## src/rtl/bus_cmd_pkg.sv

```systemverilog
package bus_cmd_pkg;

    typedef enum logic [2:0] {
        PH_IDLE = 3'd0,
        PH_T1   = 3'd1,
        PH_T2   = 3'd2,
        PH_T3   = 3'd3,
        PH_T4   = 3'd4
    } phase_t;

    typedef struct packed {
        logic inta;
        logic io_rd;
        logic io_wr;
        logic io_wr_adv;
        logic mem_rd;
        logic mem_wr;
        logic mem_wr_adv;
    } cmd_t;

    localparam logic [2:0] CODE_INTA  = 3'b000;
    localparam logic [2:0] CODE_IORD  = 3'b001;
    localparam logic [2:0] CODE_IOWR  = 3'b010;
    localparam logic [2:0] CODE_HALT  = 3'b011;
    localparam logic [2:0] CODE_FETCH = 3'b100;
    localparam logic [2:0] CODE_MRD   = 3'b101;
    localparam logic [2:0] CODE_MWR   = 3'b110;
    localparam logic [2:0] CODE_IDLE  = 3'b111;

    function automatic logic code_is_write(input logic [2:0] c);
        return (c == CODE_IOWR) || (c == CODE_MWR);
    endfunction

endpackage

```

## src/rtl/bus_start_detect.sv

```systemverilog
module bus_start_detect #(
    parameter int STATUS_W = 3
) (
    input  logic                clk,
    input  logic                rst_n,
    input  logic [STATUS_W-1:0] status,
    output logic                start,
    output logic                passive
);
    import bus_cmd_pkg::*;

    localparam logic [STATUS_W-1:0] PASSIVE_CODE = {STATUS_W{1'b1}};

    logic [STATUS_W-1:0] prev_q;

    always_ff @(posedge clk or negedge rst_n) begin
        if (!rst_n) prev_q <= PASSIVE_CODE;
        else        prev_q <= status;
    end

    always_comb begin
        passive = (status == PASSIVE_CODE);
        start   = (prev_q == PASSIVE_CODE) && !passive &&
                  (status != STATUS_W'(CODE_HALT));
    end

endmodule

```

## src/rtl/bus_phase_fsm.sv

```systemverilog
module bus_phase_fsm #(
    parameter int STATUS_W = 3
) (
    input  logic                   clk,
    input  logic                   rst_n,
    input  logic [STATUS_W-1:0]    status,
    input  logic                   start,
    input  logic                   passive,
    output bus_cmd_pkg::phase_t    phase,
    output logic [STATUS_W-1:0]    code
);
    import bus_cmd_pkg::*;

    phase_t              ph_q, ph_d;
    logic [STATUS_W-1:0] code_q;

    always_ff @(posedge clk or negedge rst_n) begin
        if (!rst_n) begin
            ph_q   <= PH_IDLE;
            code_q <= {STATUS_W{1'b1}};
        end else begin
            ph_q <= ph_d;
            if (start && (ph_q == PH_IDLE || ph_q == PH_T4))
                code_q <= status;
        end
    end

    always_comb begin
        ph_d = ph_q;
        unique case (ph_q)
            PH_IDLE: ph_d = start   ? PH_T1 : PH_IDLE;
            PH_T1:   ph_d = passive ? PH_T4 : PH_T2;
            PH_T2:   ph_d = passive ? PH_T4 : PH_T3;
            PH_T3:   ph_d = passive ? PH_T4 : PH_T3;
            PH_T4:   ph_d = start   ? PH_T1 : PH_IDLE;
            default: ph_d = PH_IDLE;
        endcase
    end

    assign phase = ph_q;
    assign code  = code_q;

endmodule

```

## src/rtl/bus_cmd_gen.sv

```systemverilog
module bus_cmd_gen #(
    parameter int STATUS_W = 3
) (
    input  bus_cmd_pkg::phase_t    phase,
    input  logic [STATUS_W-1:0]    code,
    output bus_cmd_pkg::cmd_t      cmd,
    output logic                   ale,
    output logic                   den,
    output logic                   dtr
);
    import bus_cmd_pkg::*;

    logic early, full;
    logic [2:0] c3;

    always_comb begin
        c3    = code[2:0];
        early = 1'b0;
        full  = 1'b0;
        ale   = 1'b0;
        den   = 1'b0;
        dtr   = 1'b0;
        unique case (phase)
            PH_IDLE: ;
            PH_T1: begin
                ale = 1'b1;
                dtr = code_is_write(c3);
            end
            PH_T2: begin
                early = 1'b1;
                den   = 1'b1;
                dtr   = code_is_write(c3);
            end
            PH_T3: begin
                early = 1'b1;
                full  = 1'b1;
                den   = 1'b1;
                dtr   = code_is_write(c3);
            end
            PH_T4: begin
                den = 1'b1;
                dtr = code_is_write(c3);
            end
            default: ;
        endcase

        cmd            = '0;
        cmd.inta       = early && (c3 == CODE_INTA);
        cmd.io_rd      = early && (c3 == CODE_IORD);
        cmd.io_wr_adv  = early && (c3 == CODE_IOWR);
        cmd.io_wr      = full  && (c3 == CODE_IOWR);
        cmd.mem_rd     = early && (c3 == CODE_FETCH || c3 == CODE_MRD);
        cmd.mem_wr_adv = early && (c3 == CODE_MWR);
        cmd.mem_wr     = full  && (c3 == CODE_MWR);
    end

endmodule

```

## src/rtl/bus_cmd_ctrl.sv

```systemverilog
module bus_cmd_ctrl #(
    parameter int STATUS_W = 3
) (
    input  logic                clk,
    input  logic                rst_n,
    input  logic [STATUS_W-1:0] bus_status,
    output logic                cmd_inta,
    output logic                cmd_io_rd,
    output logic                cmd_io_wr,
    output logic                cmd_io_wr_adv,
    output logic                cmd_mem_rd,
    output logic                cmd_mem_wr,
    output logic                cmd_mem_wr_adv,
    output logic                addr_latch,
    output logic                data_en,
    output logic                data_dir
);
    import bus_cmd_pkg::*;

    logic                start, passive;
    phase_t              phase;
    logic [STATUS_W-1:0] code;
    cmd_t                cmd;

    bus_start_detect #(.STATUS_W(STATUS_W)) u_det (
        .clk(clk), .rst_n(rst_n), .status(bus_status),
        .start(start), .passive(passive)
    );

    bus_phase_fsm #(.STATUS_W(STATUS_W)) u_fsm (
        .clk(clk), .rst_n(rst_n), .status(bus_status),
        .start(start), .passive(passive),
        .phase(phase), .code(code)
    );

    bus_cmd_gen #(.STATUS_W(STATUS_W)) u_gen (
        .phase(phase), .code(code), .cmd(cmd),
        .ale(addr_latch), .den(data_en), .dtr(data_dir)
    );

    assign cmd_inta       = cmd.inta;
    assign cmd_io_rd      = cmd.io_rd;
    assign cmd_io_wr      = cmd.io_wr;
    assign cmd_io_wr_adv  = cmd.io_wr_adv;
    assign cmd_mem_rd     = cmd.mem_rd;
    assign cmd_mem_wr     = cmd.mem_wr;
    assign cmd_mem_wr_adv = cmd.mem_wr_adv;

endmodule

```

## config.mk

```make
export PLATFORM = sky130hd
export DESIGN_NAME = bus_cmd_ctrl
export DESIGN_NICKNAME = d
export VERILOG_FILES = /design/src/rtl/bus_cmd_pkg.sv /design/src/rtl/bus_start_detect.sv /design/src/rtl/bus_phase_fsm.sv /design/src/rtl/bus_cmd_gen.sv /design/src/rtl/bus_cmd_ctrl.sv
export SDC_FILE = /design/constraint.sdc
export NUM_CORES = 1
export LEC_CHECK = 0
export BUFFER_PORTS_ARGS = -buffer_cell sky130_fd_sc_hd__buf_2
export CORE_AREA = 2 2 39 41
export CTS_BUF_LIST = sky130_fd_sc_hd__clkbuf_16
export CTS_CLUSTER_DIAMETER = 50
export CTS_CLUSTER_SIZE = 20
export DETAILED_ROUTE_END_ITERATION = 8
export DIE_AREA = 0 0 41 43
export SLEW_MARGIN = 30
export SYNTH_ARGS = -nofsm -noshare
export SYNTH_HDL_FRONTEND = slang
export SYNTH_HIERARCHICAL = 1
export SYNTH_SLANG_ARGS = --single-unit
```

## constraint.sdc

```tcl
create_clock -name clk -period 2 [get_ports clk]
set_clock_uncertainty 0.15 [all_clocks]
set_input_delay 0.3 -clock clk [delete_from_list [all_inputs] [get_ports clk]]
set_output_delay 0.3 -clock clk [all_outputs]
set_load 0.02 [all_outputs]
```

==> summary.log <==
INFO  critical_path  worst_ep_arrival_time=1.41ns
INFO  place          port_buffers=14
INFO  grt            maximum_number_of_pins_on_one_net_before_global_route_repair=10
INFO  drt            detail_route.vias_per_cell=4.74
INFO  clock_tree     numCtsBuffers=3
INFO  grt            grt_first_pass_wirelength=1.18mm
INFO  run            drv_cap=0
INFO  die            floorplan.die_area=1760um2
INFO  pwr            power.leakage=0.280nW
INFO  sta            fin_setup_tns=0ns
INFO  critical_path  cp_slowest_stage_delay=0.46ns
INFO  clock_tree     tritoncts_clock_tree=done
INFO  drt            drt_first_pass_iters=1
INFO  clock_tree     cts_htree_levels=1
INFO  die            dieHeight=43um
INFO  layout         layout-drive-gt1-share=51.8%
INFO  synth          synth_cell_type_count=19
INFO  sta            clock.fmax=0.537GHz
INFO  drt            via_count_of_the_routed_design=341
INFO  sta            worst_rel_slew_slack=81.7%
INFO  synth          synth_warnings=6
INFO  worst_hold_path whs_endpoint=u_det/prev_q[2]
INFO  sta            grt_setup_unrepaired=false
INFO  synth          syn_inst=37
INFO  pwr            power_density=1380nW/um2
INFO  grt            grt.total_usage=11.0%
INFO  drt            detailedRoute.firstIterationViolations=0
INFO  clock_tree     cts.path.max_buffers=2
INFO  critical_path  r2r-end=u_fsm/code[0]
INFO  clock_tree     post_cts_resized=0
INFO  critical_path  worst_setup_path_start_kind=flip-flop
INFO  die            die-width=41um
INFO  critical_path  critical_path.max_fanout=8
INFO  layout         area.growth.synth_to_final=41.6%
INFO  worst_hold_path hold-path-cell-count=1
INFO  drt            detail_route.wl_per_cell=11.2um
INFO  grt            global_route.overflow_total=0
INFO  synth          synth.net_count=42
INFO  grt            grt_antenna_before_repair=0
INFO  layout         nets=62
INFO  sta            final_max_slew_viol_count=0
INFO  worst_hold_path hold_path.startpoint=bus_status[2]
INFO  critical_path  ff2ff_path_depth=4
INFO  critical_path  cp_num_cells=3
INFO  critical_path  crit-reg2reg-launch=u_det/prev_q[2]
INFO  sta            tcrit_tclk_final=93.1%
INFO  critical_path  cpMaxStageDelayCell=sky130_fd_sc_hd__dfrtp_1
INFO  critical_path  reg2reg_setup_slack=0.45ns
INFO  sta            final_hold_violating_endpoints=0
INFO  die            ioPinCount=15
INFO  clock_tree     clkTransAtPathRegs=0.04ns
INFO  run_status     status=finished, final reports clean
INFO  synth          synth_seq_cells=9
INFO  layout         num-fill-cells=148
INFO  synth          netlist_area=430um2
INFO  place          detailed_place_hpwl=581um
INFO  die            initial_utilization=31.1%
INFO  place          finalWeightedCongestion=0.661
INFO  clock_tree     cts_root_buffer=sky130_fd_sc_hd__clkbuf_16
INFO  drt            route.final.wire_length=804um
INFO  critical_path  timing.critical_path.max_delay_family=flip-flops
INFO  clock_tree     clock-sinks=9
INFO  synth          syn_avg_cell_area=11.6um2
INFO  pwr            overall_power=0.000841W
INFO  sta            setup_viol=0
INFO  critical_path  cp.buffers_inverters=1
INFO  worst_hold_path min_path_type=primary input to flip-flop
INFO  sta            worst_slew_pin_slew=0.275ns
INFO  layout         diodes=0
INFO  critical_path  cp.required=1.55ns
INFO  die            core-area=1380um2
INFO  critical_path  endpoint_kind=primary output
INFO  critical_path  crit_type=flip-flop to primary output
INFO  grt            vias_in_the_first_global_route=268
INFO  synth          ys_seq_area_share=54.1%
INFO  drt            drt.antenna.violating_nets=0
INFO  drt            drt_drc_violations_left=0
INFO  sta            fin_crit=1.86ns
INFO  clock_tree     clock_insertion_delay_worst_skew=0.23ns
INFO  pwr            worst_ir_drop_vdd=0.000606V
INFO  die            placement_rows=14
INFO  critical_path  ordered_list_of_cells_on_the_worst_path=or3b_1 > a21oi_1 > buf_2
[layout make-up]
class / instances / area [um2] / share of cell area (%)
Clock inverter: 1 / 3.75 / 0.616
Tap cell: 16 / 20.0 / 3.29
Timing Repair Buffer: 15 / 80.1 / 13.1
Clock buffer: 3 / 75.1 / 12.3
Multi-Input combinational cell: 28 / 198 / 32.4
Sequential cell: 9 / 233 / 38.2
[where the power goes]
| part | switching [W] | internal, W |
|---|---|---|
| Combinational | 0.000116 | 0.0000872 |
| Clock | 0.0000837 | 0.000261 |
| Sequential | 0.0000532 | 0.000240 |
[metrics by stage]
stage                     hold slack, ns  std cells  setup WS, ns  util [%]  instance area, um2
after floorplan                   -0.146         37         0.180         -                 430
after global placement           0.00610         67         0.400      37.6                 520
after detailed placement         0.00686         67         0.389      37.6                 520
after CTS                         0.0270         72         0.133      44.0                 609
after global routing              0.0367         72        0.0316      44.0                 609
final                             0.0317         72         0.137      44.0                 609
[sequential cells by signal, indices dropped and copies added (netlist names)]
| name | flops |
|---|---|
| u_det/prev_q | 3 |
| u_fsm/code | 3 |
| u_fsm/phase | 3 |
[metal layers]
metal	routed length [um]	GRT usage, %	share of wire [%]	vias up
met5	0	0	0	-
met4	20	12.0	2.5	0
met3	60	4.71	7.5	2
met2	369	14.1	46	13
met1	353	12.1	44	154
li1	-	-	-	172
[synth_stat cells, drive strengths merged]
library cell	number	area (um2)
and3	1	6.26
a21o	1	8.76
dfrtp	3	75.1
a21oi	2	13.8
mux2	3	33.8
nand3	1	5.00
nor4	1	6.26
nor3b	3	33.8
nand2	1	3.75
nor2	5	18.8
nand3b	2	15.0
o21bai	1	7.51
nor4b	1	8.76
or3b	1	8.76
nand2b	2	12.5
nor3	3	15.0
dfstp	6	158
[cells by family after synthesis]
family / Yosys count / synth area share [%]
and+or+nand+nor: 21 / 31.1
DFF: 9 / 54.1
AOI/OAI and AO/OA: 4 / 6.98
muxes: 3 / 7.85
[timing repair]
item                                   4_1_cts  5_1_grt
endpoints found under the hold margin        9        0
buffers inserted                             0        0
hold buffers                                 1        0
[placed cells by master, fill, tap and decap left out]
master,netlist,final
sky130_fd_sc_hd__a21oi_1,1,1
sky130_fd_sc_hd__nand2_1,1,1
sky130_fd_sc_hd__nand2b_1,2,2
sky130_fd_sc_hd__buf_2,0,14
sky130_fd_sc_hd__a21oi_2,1,1
sky130_fd_sc_hd__nor4_1,1,1
sky130_fd_sc_hd__a21o_2,1,1
sky130_fd_sc_hd__nor4b_1,1,1
sky130_fd_sc_hd__o21bai_1,1,1
sky130_fd_sc_hd__dfrtp_1,3,3
sky130_fd_sc_hd__mux2_2,3,3
sky130_fd_sc_hd__dlygate4sd3_1,0,1
sky130_fd_sc_hd__nor3b_4,1,1
sky130_fd_sc_hd__or3b_1,1,1
sky130_fd_sc_hd__clkbuf_16,0,3
sky130_fd_sc_hd__inv_1,0,1
sky130_fd_sc_hd__nand3b_1,2,2
sky130_fd_sc_hd__nor3b_1,2,2
sky130_fd_sc_hd__nand3_1,1,1
sky130_fd_sc_hd__nor2_1,5,5
sky130_fd_sc_hd__dfstp_2,6,6
sky130_fd_sc_hd__and3_1,1,1
sky130_fd_sc_hd__nor3_1,3,3
[how the worst max path moves through the flow]
stage | start | endpoint | slack [ns]
final | u_fsm/phase[1] | data_dir | 0.14
after global routing | u_fsm/phase[1] | data_dir | 0.03
after global placement | u_fsm/phase[1] | data_dir | 0.40
after floorplan | u_fsm/phase[2] | cmd_io_rd | 0.18
after detailed placement | u_fsm/phase[1] | data_dir | 0.39
after CTS | u_fsm/phase[1] | data_dir | 0.13
(Power assumes the default switching activity.)
